## src/rtl/bws_pkg.sv

```systemverilog
package bws_pkg;
  localparam int CODE_W = 3;
  localparam int CNT_W  = 4;

  typedef enum logic [1:0] {
    ST_IDLE = 2'd0,
    ST_REC  = 2'd1,
    ST_ACC  = 2'd2
  } seqState_t;

  // control -> datapath strobes
  typedef struct packed {
    logic load;    // capture request
    logic cntClr;  // counter to first strobe state
    logic cntInc;  // advance one state
    logic commit;  // record completed region
  } seqCtl_t;

  // datapath -> control status
  typedef struct packed {
    logic needRec;  // pending request needs a turnaround state
    logic finish;   // current strobe state is the last
    logic isWrite;  // captured direction
  } seqStat_t;
endpackage

```

## src/rtl/bws_datapath.sv

```systemverilog
module bws_datapath
  import bws_pkg::*;
#(
  parameter int NUM_REGIONS = 4,
  parameter int IDX_W = (NUM_REGIONS > 1) ? $clog2(NUM_REGIONS) : 1
) (
  input  logic                          clk,
  input  logic                          rst_n,
  input  logic [IDX_W-1:0]              reqRegion,
  input  logic                          reqWrite,
  input  logic [CODE_W*NUM_REGIONS-1:0] cfgRdWait,
  input  logic [CODE_W*NUM_REGIONS-1:0] cfgWrWait,
  input  logic [NUM_REGIONS-1:0]        cfgRecEn,
  input  logic                          waitN,
  input  seqCtl_t                       ctl,
  output seqStat_t                      stat
);
  localparam logic [CNT_W-1:0] CNT_MAX = {CNT_W{1'b1}};

  logic                waitMeta, waitSync;
  logic [IDX_W-1:0]    curRegion, lastRegion;
  logic                curWrite, lastValid;
  logic [CNT_W-1:0]    stateCnt;
  logic [CODE_W-1:0]   selCode;
  logic [CNT_W-1:0]    tgtLen;
  logic                pinMode;

  // two-stage synchronizer for the asynchronous wait line
  always_ff @(posedge clk or negedge rst_n) begin
    if (!rst_n) begin
      waitMeta <= 1'b1;
      waitSync <= 1'b1;
    end else begin
      waitMeta <= waitN;
      waitSync <= waitMeta;
    end
  end

  always_ff @(posedge clk or negedge rst_n) begin
    if (!rst_n) begin
      curRegion <= '0;
      curWrite  <= 1'b0;
    end else if (ctl.load) begin
      curRegion <= reqRegion;
      curWrite  <= reqWrite;
    end
  end

  always_ff @(posedge clk or negedge rst_n) begin
    if (!rst_n) begin
      lastRegion <= '0;
      lastValid  <= 1'b0;
    end else if (ctl.commit) begin
      lastRegion <= curRegion;
      lastValid  <= 1'b1;
    end
  end

  always_ff @(posedge clk or negedge rst_n) begin
    if (!rst_n)
      stateCnt <= '0;
    else if (ctl.cntClr)
      stateCnt <= CNT_W'(1);
    else if (ctl.cntInc && stateCnt != CNT_MAX)
      stateCnt <= stateCnt + 1'b1;
  end

  assign selCode = curWrite ? cfgWrWait[curRegion*CODE_W +: CODE_W]
                            : cfgRdWait[curRegion*CODE_W +: CODE_W];

  always_comb begin
    pinMode = 1'b0;
    unique case (selCode)
      3'b001:  tgtLen = CNT_W'(2);
      3'b010:  tgtLen = CNT_W'(3);
      3'b101:  tgtLen = CNT_W'(4);
      3'b110:  tgtLen = CNT_W'(5);
      3'b111:  tgtLen = CNT_W'(6);
      3'b011: begin
        tgtLen  = CNT_W'(2);
        pinMode = 1'b1;
      end
      default: tgtLen = CNT_W'(3);  // reserved codes fall back to 3 states
    endcase
  end

  assign stat.finish  = pinMode ? (stateCnt >= CNT_W'(2) && waitSync)
                                : (stateCnt == tgtLen);
  assign stat.isWrite = curWrite;
  assign stat.needRec = cfgRecEn[reqRegion] && lastValid && (reqRegion != lastRegion);
endmodule

```

## src/rtl/bws_control.sv

```systemverilog
module bws_control
  import bws_pkg::*;
(
  input  logic     clk,
  input  logic     rst_n,
  input  logic     reqValid,
  input  seqStat_t stat,
  output seqCtl_t  ctl,
  output logic     rdStrobeN,
  output logic     wrStrobeN,
  output logic     busy,
  output logic     done
);
  seqState_t state, nextState;

  always_ff @(posedge clk or negedge rst_n) begin
    if (!rst_n) state <= ST_IDLE;
    else        state <= nextState;
  end

  always_comb begin
    nextState = state;
    ctl       = '0;
    unique case (state)
      ST_IDLE: if (reqValid) begin
        ctl.load   = 1'b1;
        ctl.cntClr = 1'b1;
        nextState  = stat.needRec ? ST_REC : ST_ACC;
      end
      ST_REC: begin
        ctl.cntClr = 1'b1;
        nextState  = ST_ACC;
      end
      ST_ACC: if (stat.finish) begin
        ctl.commit = 1'b1;
        nextState  = ST_IDLE;
      end else begin
        ctl.cntInc = 1'b1;
      end
      default: nextState = ST_IDLE;
    endcase
  end

  assign busy      = (state != ST_IDLE);
  assign done      = (state == ST_ACC) && stat.finish;
  assign rdStrobeN = !((state == ST_ACC) && !stat.isWrite);
  assign wrStrobeN = !((state == ST_ACC) &&  stat.isWrite);
endmodule

```

## src/rtl/bus_wait_seq.sv

```systemverilog
module bus_wait_seq
  import bws_pkg::*;
#(
  parameter int NUM_REGIONS = 4,
  parameter int IDX_W = (NUM_REGIONS > 1) ? $clog2(NUM_REGIONS) : 1
) (
  input  logic                          clk,
  input  logic                          rst_n,
  input  logic                          reqValid,
  input  logic [IDX_W-1:0]              reqRegion,
  input  logic                          reqWrite,
  input  logic [CODE_W*NUM_REGIONS-1:0] cfgRdWait,
  input  logic [CODE_W*NUM_REGIONS-1:0] cfgWrWait,
  input  logic [NUM_REGIONS-1:0]        cfgRecEn,
  input  logic                          waitN,
  output logic                          rdStrobeN,
  output logic                          wrStrobeN,
  output logic                          busy,
  output logic                          done
);
  seqCtl_t  ctl;
  seqStat_t stat;

  bws_datapath #(.NUM_REGIONS(NUM_REGIONS), .IDX_W(IDX_W)) dp_i (
    .clk(clk), .rst_n(rst_n),
    .reqRegion(reqRegion), .reqWrite(reqWrite),
    .cfgRdWait(cfgRdWait), .cfgWrWait(cfgWrWait), .cfgRecEn(cfgRecEn),
    .waitN(waitN), .ctl(ctl), .stat(stat)
  );

  bws_control ctrl_i (
    .clk(clk), .rst_n(rst_n), .reqValid(reqValid), .stat(stat), .ctl(ctl),
    .rdStrobeN(rdStrobeN), .wrStrobeN(wrStrobeN), .busy(busy), .done(done)
  );
endmodule

```

## config.mk

```make
export PLATFORM = sky130hd
export DESIGN_NAME = bus_wait_seq
export DESIGN_NICKNAME = d
export VERILOG_FILES = /design/src/rtl/bws_pkg.sv /design/src/rtl/bws_datapath.sv /design/src/rtl/bws_control.sv /design/src/rtl/bus_wait_seq.sv
export SDC_FILE = /design/constraint.sdc
export NUM_CORES = 1
export LEC_CHECK = 0
export BUFFER_PORTS_ARGS = -buffer_cell sky130_fd_sc_hd__buf_4
export CAP_MARGIN = 40
export CELL_PAD_IN_SITES_DETAIL_PLACEMENT = 2
export CELL_PAD_IN_SITES_GLOBAL_PLACEMENT = 2
export CORE_UTILIZATION = 27
export CTS_CLUSTER_DIAMETER = 40
export CTS_CLUSTER_SIZE = 40
export DETAILED_ROUTE_END_ITERATION = 10
export PLACE_DENSITY = 0.82
export SETUP_SLACK_MARGIN = 0.1
export SYNTH_ARGS = -nofsm -noshare
export SYNTH_HDL_FRONTEND = slang
export SYNTH_SLANG_ARGS = --single-unit
```

## constraint.sdc

```tcl
create_clock -name clk -period 2.3 [get_ports clk]
set_input_delay 0.115 -clock clk [delete_from_list [all_inputs] [get_ports clk]]
set_output_delay 0.115 -clock clk [all_outputs]
set_load 0.1 [all_outputs]
```

Yosys cells after proc, flatten, opt, wreduce, memory -nomap -nowiden --
Index checks and enable logic that the tools add are counted.
Operators by class: add/subtract/negate cells 1, $mul 1, order comparisons 2, eq/ne operators 12, shifts and indexed selects 2, muxes and demuxes 18, reduce and logical (&&, ||, !) cells 15
Operators with widths (number):
- indexed part select 12 x 5 -> 3 bit | 2
- one-hot mux 3 bit (4 select lines) | 1
- two-way mux 2 bit | 5
- equality test 3 bit (second input constant) | 3
- two-way mux 4 bit | 2
- logical AND 1 bit | 7
- two-way mux 1 bit | 6
- one-hot mux 2 bit (3 select lines) | 1
- adder 4 x 1 -> 4 bit (second input constant) | 1
- equality test 4 x 3 -> 1 bit | 1
- greater-or-equal comparator 4 x 2 -> 1 bit (second input constant) | 1
- multiplier 2 x 2 -> 4 bit (second input constant) | 1
- inequality test 4 bit (second input constant) | 1
- nonzero test 2 bit | 2
- equality test 3 x 1 -> 1 bit (second input constant) | 1
- equality test 3 x 2 -> 1 bit (second input constant) | 1
- zero test 1 bit | 3
- less-than comparator 2 x 3 -> 1 bit (second input constant) | 1
- two-way mux 3 bit | 1
- binary-select mux 1 bit (select 2 bit) | 1
- equality test 2 x 1 -> 1 bit (second input constant) | 1
- equality test 2 bit (second input constant) | 1
- zero test 2 bit | 1
- inequality test 2 x 1 -> 1 bit (second input constant) | 1
- 5 further kinds | 5
Word-level totals: register bits 14, input port bits 35, output and inout port bits 4, logic and storage cells 59

Logic depth before layout (Yosys ltp) --
Gate-level depths: netlist of the first run.
depth after elaboration 13, depth in mapped cells 8, depth with buffers taken out 8

By module --
From an unflattened synthesis of the first run, not the netlist that was laid out.
Unflattened totals: cells, all modules 82, area, all modules 960.9 sq um
By module, submodules not included:
- bws_datapath | instances 1, cells an instance 65, area each 817.0 sq um, sequential area each 302.8 sq um
- bws_control | instances 1, cells an instance 17, area each 143.9 sq um, sequential area each 50.0 sq um

Worst setup path before layout of the first run --
Ideal clock, no wire load.
path kind register to output, from register dp_i.curWrite, to output done, arrival time 2.412 ns, data required time 2.185 ns, path slack -0.227 ns, cell stages (with the launch flop) 9, buffers on the path 1, cells stage by stage dfrtp_1 > buf_6 > mux4_2 > mux2i_4 > xor2_1 > o2111ai_2 > a21oi_2 > o21ai_2 > inv_1
On the way: word-level cells in the longest chain between the ends 7, elaborated cells on any way between the ends 12, classes of those cells eq/ne: 6; mux: 4; reduce/logical: 2
RTL lines:
- start, declared | line bws_datapath.sv:22 | logic curWrite, lastValid;
- start signal, assigned | line bws_datapath.sv:45 | curWrite <= reqWrite;
- two-way mux 3 bit (*) | line bws_datapath.sv:68 | assign selCode = curWrite ? cfgWrWait[curRegion*CODE_W +: CODE_W]
- equality test 3 x 1 -> 1 bit / equality test 3 x 2 -> 1 bit (equally long branches) | line bws_datapath.sv:73 | unique case (selCode)
- OR reduction 2 bit (no line)
- one-hot mux 3 bit (4 select lines) | line bws_datapath.sv:73
- equality test 4 x 3 -> 1 bit | line bws_datapath.sv:88 | : (stateCnt == tgtLen);
- two-way mux 1 bit (*) | line bws_datapath.sv:87 | assign stat.finish = pinMode ? (stateCnt >= CNT_W'(2) && waitSync)
- logical AND 1 bit (*) | line bws_control.sv:45 | assign done = (state == ST_ACC) && stat.finish;
- end, declared | line bus_wait_seq.sv:19 | output logic done
Mark *: on every way between the ends. The rest lies on a longest branch, timed or not.

Worst setup path in the final report of the first run --
Same ends and word-level chain as after synthesis.

==> results.txt, run 1 <==
largest net degree at the start of global routing: 15
peak fanout along the critical path: 5
Die Width: 63 um
Lkg Pwr: 0.706 nW
crit path max-delay cell type: mux4_2
failing checks: setup timing
total chip power: 2.77 mW
grt ovf: 0
post-synthesis cell count: 83
Post-Syn Area: 0.00100 mm^2
Synth async-reset ratio: 100%
CTS root buf: clkbuf_8
total number of vias: 956
HPWL Detailed: 2.73 mm
Crit path max-delay family: multiplexers
Tightest Pin Transition: 391 ps
Synth Register Bits: 14
routed wire length per instance: 20.7 um
ANT nets after route: 0
PwrDens: 1700 mW/mm^2
Final Skew: 3.23 ps
Worst-Skew Late Latency: 260 ps
Post-synth EDFFs: 0
Diodes inserted: 0
CP Buf/Inv Count: 3
number of distinct library cells after synthesis: 37
first-pass GRT wire length: 6.04 mm
GP Congestion: 0.745
pre-CTS setup slack: -401 ps
Synth warnings: 0
initial antenna violation count: 0
startpoint types: flop
final WL: 3.86 mm
starting density of the core: 29.2%
CP max stage delay: 520 ps
critical path data required time: 2180 ps
fmax: 0.375 GHz
clk sinks: 14
fin util: 47.4%
Max Transition Viols Final: 0
Core ar.: 0.00344 mm^2
Layout area overhead: 62.3%
Port Buffers: 38
period utilization: 116%
fin cells: 187
final worst slack: -368 ps
CTS tree: yes
Net Count, Synth: 120
fin area: 0.00163 mm^2
# setup viols final: 8
slew margin rel.: 73.7%
hold slack: 109 ps
Initial DRT Pass Iterations: 4
Worst Path Arrival: 2550 ps
Post-DP Area: 0.00142 mm^2
Total Routing Usage GR: 20.7%
H-Tree Depth: 1
critical path class: reg2out
clock buffer depth: 2
hold crit path type: in2reg
status: complete, but fails checks
clk slew on worst S/H paths: 60 ps
Die Y: 63 um
row cnt: 21
Fin. Hold Viols: 0
Avg Cell Area, Syn: 12.1 um^2
Most Frequent Cell on Critical Path: buf_12
CP cell instances: buf_12, mux4_2, mux2i_4, xor2_1, o2111ai_2, a21oi_2, o21ai_4, clkinvlp_4, buf_12
drt drc: 0
DP Cell Count: 176
Die ar.: 0.00397 mm^2
number of CTS-inserted buffers: 3
crit path capture type: output pin
Worst VDD drop: 0.618 mV
# Max-Cap Violations: 0
final net count: 179
fin crit period: 2670 ps
vias in the first global route: 1112
post-synthesis sequential area ratio: 35.1%
most used flip-flop cell after synthesis: dfrtp_1
TNS Setup: -2020 ps
fraction of layout cells with a size suffix above 1: 62.4%
routed vias/inst: 5.11
RSZ-0062 raised after global routing: true
io pins: 39
DR iter-0 viols: 17
registers in the layout, indices dropped and copies added (netlist names):
name and cells:
dp_i.stateCnt 4, ctrl_i.state 2, dp_i.curRegion 2, dp_i.lastRegion 2, dp_i.curWrite 1, dp_i.lastValid 1
dp_i.waitMeta 1, dp_i.waitSync 1
path summary, 6_finish.rpt:
check                                          start                              to  slack [ps]  cells past startpoint
setup reg to reg           dp_i.curWrite$_DFFE_PN0P_  dp_i.lastRegion[0]$_DFFE_PN0P_        -300                      9
hold reg to reg              dp_i.waitMeta$_DFF_PN1_         dp_i.waitSync$_DFF_PN1_         360                      0
hold / removal                              reqWrite       dp_i.curWrite$_DFFE_PN0P_         110                      2
setup / recovery           dp_i.curWrite$_DFFE_PN0P_                            done        -370                      9
max in group asynchronous                      rst_n         dp_i.waitSync$_DFF_PN1_        1800                      2
min in group asynchronous                      rst_n  dp_i.lastRegion[0]$_DFFE_PN0P_         250                      2
cells in the mapped netlist (2+ instances only):
cell / instances / area (um^2)
dfrtp_1: 12 / 300
dfstp_2: 2 / 52.6
ha_1: 2 / 25.0
inv_1: 6 / 22.5
mux2_1: 2 / 22.5
mux2_2: 4 / 45.0
mux2i_1: 3 / 30.0
mux2i_4: 2 / 45.0
mux4_2: 7 / 158
nand2_1: 3 / 11.3
nor2_1: 6 / 22.5
nor3_1: 2 / 10.0
nor4_1: 3 / 18.8
o21ai_0: 3 / 15.0
o21ai_2: 2 / 17.5
xor2_1: 3 / 26.3
power by group:
group,total [mW],internal (mW),switching (mW)
clock,0.255,0.152,0.102
sequential,0.507,0.354,0.153
combinational,2.01,0.937,1.08
total,2.77,1.44,1.33
layout by cell type (no fill, tap or decap), types with 2 or more instances in the layout:
master and instances:
buf_4 49, dfrtp_1 11, buf_6 4, mux2i_1 3, mux2i_4 2, inv_1 5
mux2_1 2, nor2_1 6, o21ai_4 2, clkbuf_8 4, dlygate4sd3_1 2, ha_1 2
mux2_2 3, nor4_2 2, nand2_1 3, dfstp_2 2, xor2_1 3, nor3_1 2
mux4_2 7, buf_12 2, o21ai_0 2
cell families (layout without fill, tap and decap cells):
| kind of cell | count (synthesis) | count (layout) | share of synthesized area [%] |
|---|---|---|---|
| AND/OR/NAND/NOR | 21 | 21 | 10.7 |
| multiplexers | 18 | 18 | 29.9 |
| AO/OA/AOI/OAI | 14 | 14 | 13.1 |
| flip-flops | 14 | 14 | 35.1 |
| buffers and inverters | 9 | 67 | 4.23 |
| XOR/XNOR | 4 | 4 | 3.49 |
| adder cells (fa/ha/maj) | 3 | 3 | 3.49 |
final cells by class:
type / instances / area (um^2)
multi-input cells: 60 / 664
fillers: 347 / 1810
repair buffers: 57 / 473
clock buffers: 4 / 55.1
well taps: 46 / 57.6
inverters: 6 / 26.3
flip-flops and latches: 14 / 354
metal layers:
layer  global-route usage (%)  wire length, um  vias up
li1                         -                -      427
met1                     23.2             1520      483
met2                     37.2             2060       38
met3                     4.38              178        8
met4                     9.01              106        0
met5                        0                0        -
timing repair:
action                                  CTS  global route
endpoints found under the setup margin    9             9
pin swaps                                 8             2
buffers inserted                          4             1
hold endpoints to repair                 15             0
gates resized for setup                  15             2
hold buffers                              2             0
No activity file was read; power rests on OpenSTA's default activity.
==> inputs of run 2 (changes only) <==
- clock period: 2.3 -> 2.4 ns (I/O delays scaled with it)
==> run 2 against run 1 <==
  * The flow still finishes with violations (setup timing)
  * Worst hold slack improved by 25 ps
  * Routed wire length decreased by 4.3%
  * Register-to-register slack improved by 70 ps
  * Clock skew decreased by 1.9 ps
  * Utilization increased by 0.55 points
  * First-iteration DRC count increased by 5.9%
  * Total power decreased by 5.0%
  * Combinational power decreased by 3%
  * Cell count decreased by 1.1%
  * Flip-flop and latch count unchanged
  * Die area unchanged
  * Critical endpoint unchanged
  * Largest cell class unchanged
==> results.txt, run 2 (synthesized netlist as in run 1, its figures left out) <==
status: complete, but fails checks (unchanged)
failing checks: setup timing (unchanged)
largest register by flop count: dp_i.stateCnt (unchanged)
grt ovf: 0 (unchanged)
GP Congestion: 0.751 (was 0.745)
final net count: 178 (was 179)
R2R cell count: 9 (unchanged)
drt drc: 0 (unchanged)
PwrDens: 1600 mW/mm^2 (was 1700 mW/mm^2)
Worst VDD drop: 0.476 mV (was 0.618 mV)
Fin. Hold Viols: 0 (unchanged)
DP Cell Count: 175 (was 176)
Crit path max-delay family: multiplexers (unchanged)
CP cell instances: buf_12, mux4_2, mux2i_4, xor2_1, o2111ai_2, a21oi_2, o21ai_4, clkinvlp_4, buf_12 (unchanged)
CTS root buf: clkbuf_8 (unchanged)
Post-DP Area: 0.00141 mm^2 (was 0.00142 mm^2)
Reg2Reg Launch Point: dp_i.curWrite$_DFFE_PN0P_ (unchanged)
FF-to-FF setup slack: -230 ps (was -300 ps)
fin cells: 185 (was 187)
Layout area overhead: 64.1% (was 62.3%)
RSZ-0062 raised after global routing: true (unchanged)
Tightest Pin Transition: 392 ps (was 391 ps)
row cnt: 21 (unchanged)
Diodes inserted: 0 (unchanged)
routed wire length per instance: 20.0 um (was 20.7 um)
Worst Path Arrival: 2590 ps (was 2550 ps)
Max Transition Viols Final: 0 (unchanged)
critical path class: reg2out (unchanged)
fraction of layout cells with a size suffix above 1: 66.2% (was 62.4%)
worst reg2reg path endpoint: dp_i.lastRegion[0]$_DFFE_PN0P_ (unchanged)
Core ar.: 0.00344 mm^2 (unchanged)
io pins: 39 (unchanged)
Hold Startpoint: reqWrite (unchanged)
Initial DRT Pass Iterations: 3 (was 4)
CTS tree: yes (unchanged)
largest net degree at the start of global routing: 15 (unchanged)
CP Buf/Inv Count: 3 (unchanged)
Total Routing Usage GR: 20.3% (was 20.7%)
crit path max-delay cell type: mux4_2 (unchanged)
H-Tree Depth: 1 (unchanged)
most common cell after layout, fill and taps aside: buf_4 (unchanged)
final WL: 3.70 mm (was 3.86 mm)
Die Width: 63 um (unchanged)
vias in the first global route: 1080 (was 1112)
DR iter-0 viols: 18 (was 17)
critical path data required time: 2280 ps (was 2180 ps)
Die Y: 63 um (unchanged)
# setup viols final: 7 (was 8)
fin util: 47.9% (was 47.4%)
Lkg Pwr: 0.706 nW (about the same)
Most Frequent Cell on Critical Path: buf_12 (unchanged)
slew margin rel.: 73.8% (was 73.7%)
ANT nets after route: 0 (unchanged)
most frequent cells in the layout: 48 x buf_4, 11 x dfrtp_1, 7 x mux4_2 (was 49 x buf_4, 11 x dfrtp_1, 7 x mux4_2)
CP max stage delay: 520 ps (about the same)
Die ar.: 0.00397 mm^2 (unchanged)
clk slew on worst S/H paths: 50 ps (was 60 ps)
clk sinks: 14 (unchanged)
# Max-Cap Violations: 0 (unchanged)
total number of vias: 919 (was 956)
number of CTS-inserted buffers: 3 (unchanged)
routed vias/inst: 4.97 (was 5.11)
HPWL Detailed: 2.72 mm (was 2.73 mm)
Multi-input gate area: 696 um^2 (was 664 um^2)
Port Buffers: 38 (unchanged)
starting density of the core: 29.2% (unchanged)
first-pass GRT wire length: 5.91 mm (was 6.04 mm)
Final Skew: 1.29 ps (was 3.23 ps)
Hold Path End: dp_i.curWrite$_DFFE_PN0P_ (unchanged)
hold crit path type: in2reg (unchanged)
initial antenna violation count: 0 (unchanged)
clock buffer depth: 2 (unchanged)
fin area: 0.00165 mm^2 (was 0.00163 mm^2)
crit path capture type: output pin (unchanged)
number of fill cells: 338 (was 347)
period utilization: 113%
peak fanout along the critical path: 5 (unchanged)
startpoint types: flop (unchanged)
fmax: 0.369 GHz
Reg area: 354 um^2 (unchanged)
max reg flops: 4 (unchanged)
fin crit period: 2710 ps
pre-CTS setup slack: -299 ps (was -401 ps)
final worst slack: -308 ps (was -368 ps)
Worst-Skew Late Latency: 240 ps (was 260 ps)
hold path depth: 2 (unchanged)
[run 2: cell count changes in the layout (fill, tap and decap cells not counted), sizes merged]
cell / change
buf: -1
clkbuf: -1
[run 2: repair_timing]
action                                  CTS  global route
resized for setup                         6            18
setup buffers                             4             4
endpoints found under the setup margin    9             9
endpoints found under the hold margin    15             0
pin swaps                                 2             9
hold buffers                              2             0
[run 2: layer usage]
| layer | part of all wire, % | global-route usage [%] | up-vias |
|---|---|---|---|
| li1 | - | - | 422 |
| met1 | 39 | 22.7 | 449 |
| met2 | 53 | 37.9 | 38 |
| met5 | 0 | 0 | - |
| met3 | 4.2 | 3.10 | 10 |
| met4 | 3.2 | 7.85 | 0 |
[run 2: cell type report]
type,count,share of cell area (%)
multi-input combinational,60,42.2
timing repair buffer,56,28.8
sequential,14,21.5
tap,46,3.49
clock buffer,3,2.50
inverter,6,1.59
[run 2: power breakdown]
part	leakage, nW	internal, mW	switching [mW]	total [mW]
Combinational	0.520	0.911	1.04	1.95
Clock	0.0216	0.111	0.0777	0.189
Sequential	0.164	0.339	0.158	0.497
[run 2: how the worst max path moves through the flow]
stage	start	end	slack (ps)	cells past startpoint
global route	dp_i.curWrite$_DFFE_PN0P_	done	-420	9
global placement	dp_i.curWrite$_DFFE_PN0P_	dp_i.stateCnt[0]$_DFFE_PN0P_	-130	7
finish	dp_i.curWrite$_DFFE_PN0P_	done	-310	9
detailed placement	dp_i.curWrite$_DFFE_PN0P_	done	-300	9
floorplan	dp_i.curWrite$_DFFE_PN0P_	done	-40	8
CTS	dp_i.curWrite$_DFFE_PN0P_	done	-230	10
[run 2: metrics by stage]
| stage | hold WS [ps] | power (mW) | setup TNS [ps] |
|---|---|---|---|
| after floorplan | -176 | 1.52 | -36.4 |
| after global placement | -21.4 | 1.92 | -647 |
| after detailed placement | -18.5 | 2.01 | -1930 |
| after CTS | 109 | 2.40 | -1220 |
| after global routing | 131 | 2.78 | -2210 |
| final | 134 | 2.64 | -1400 |
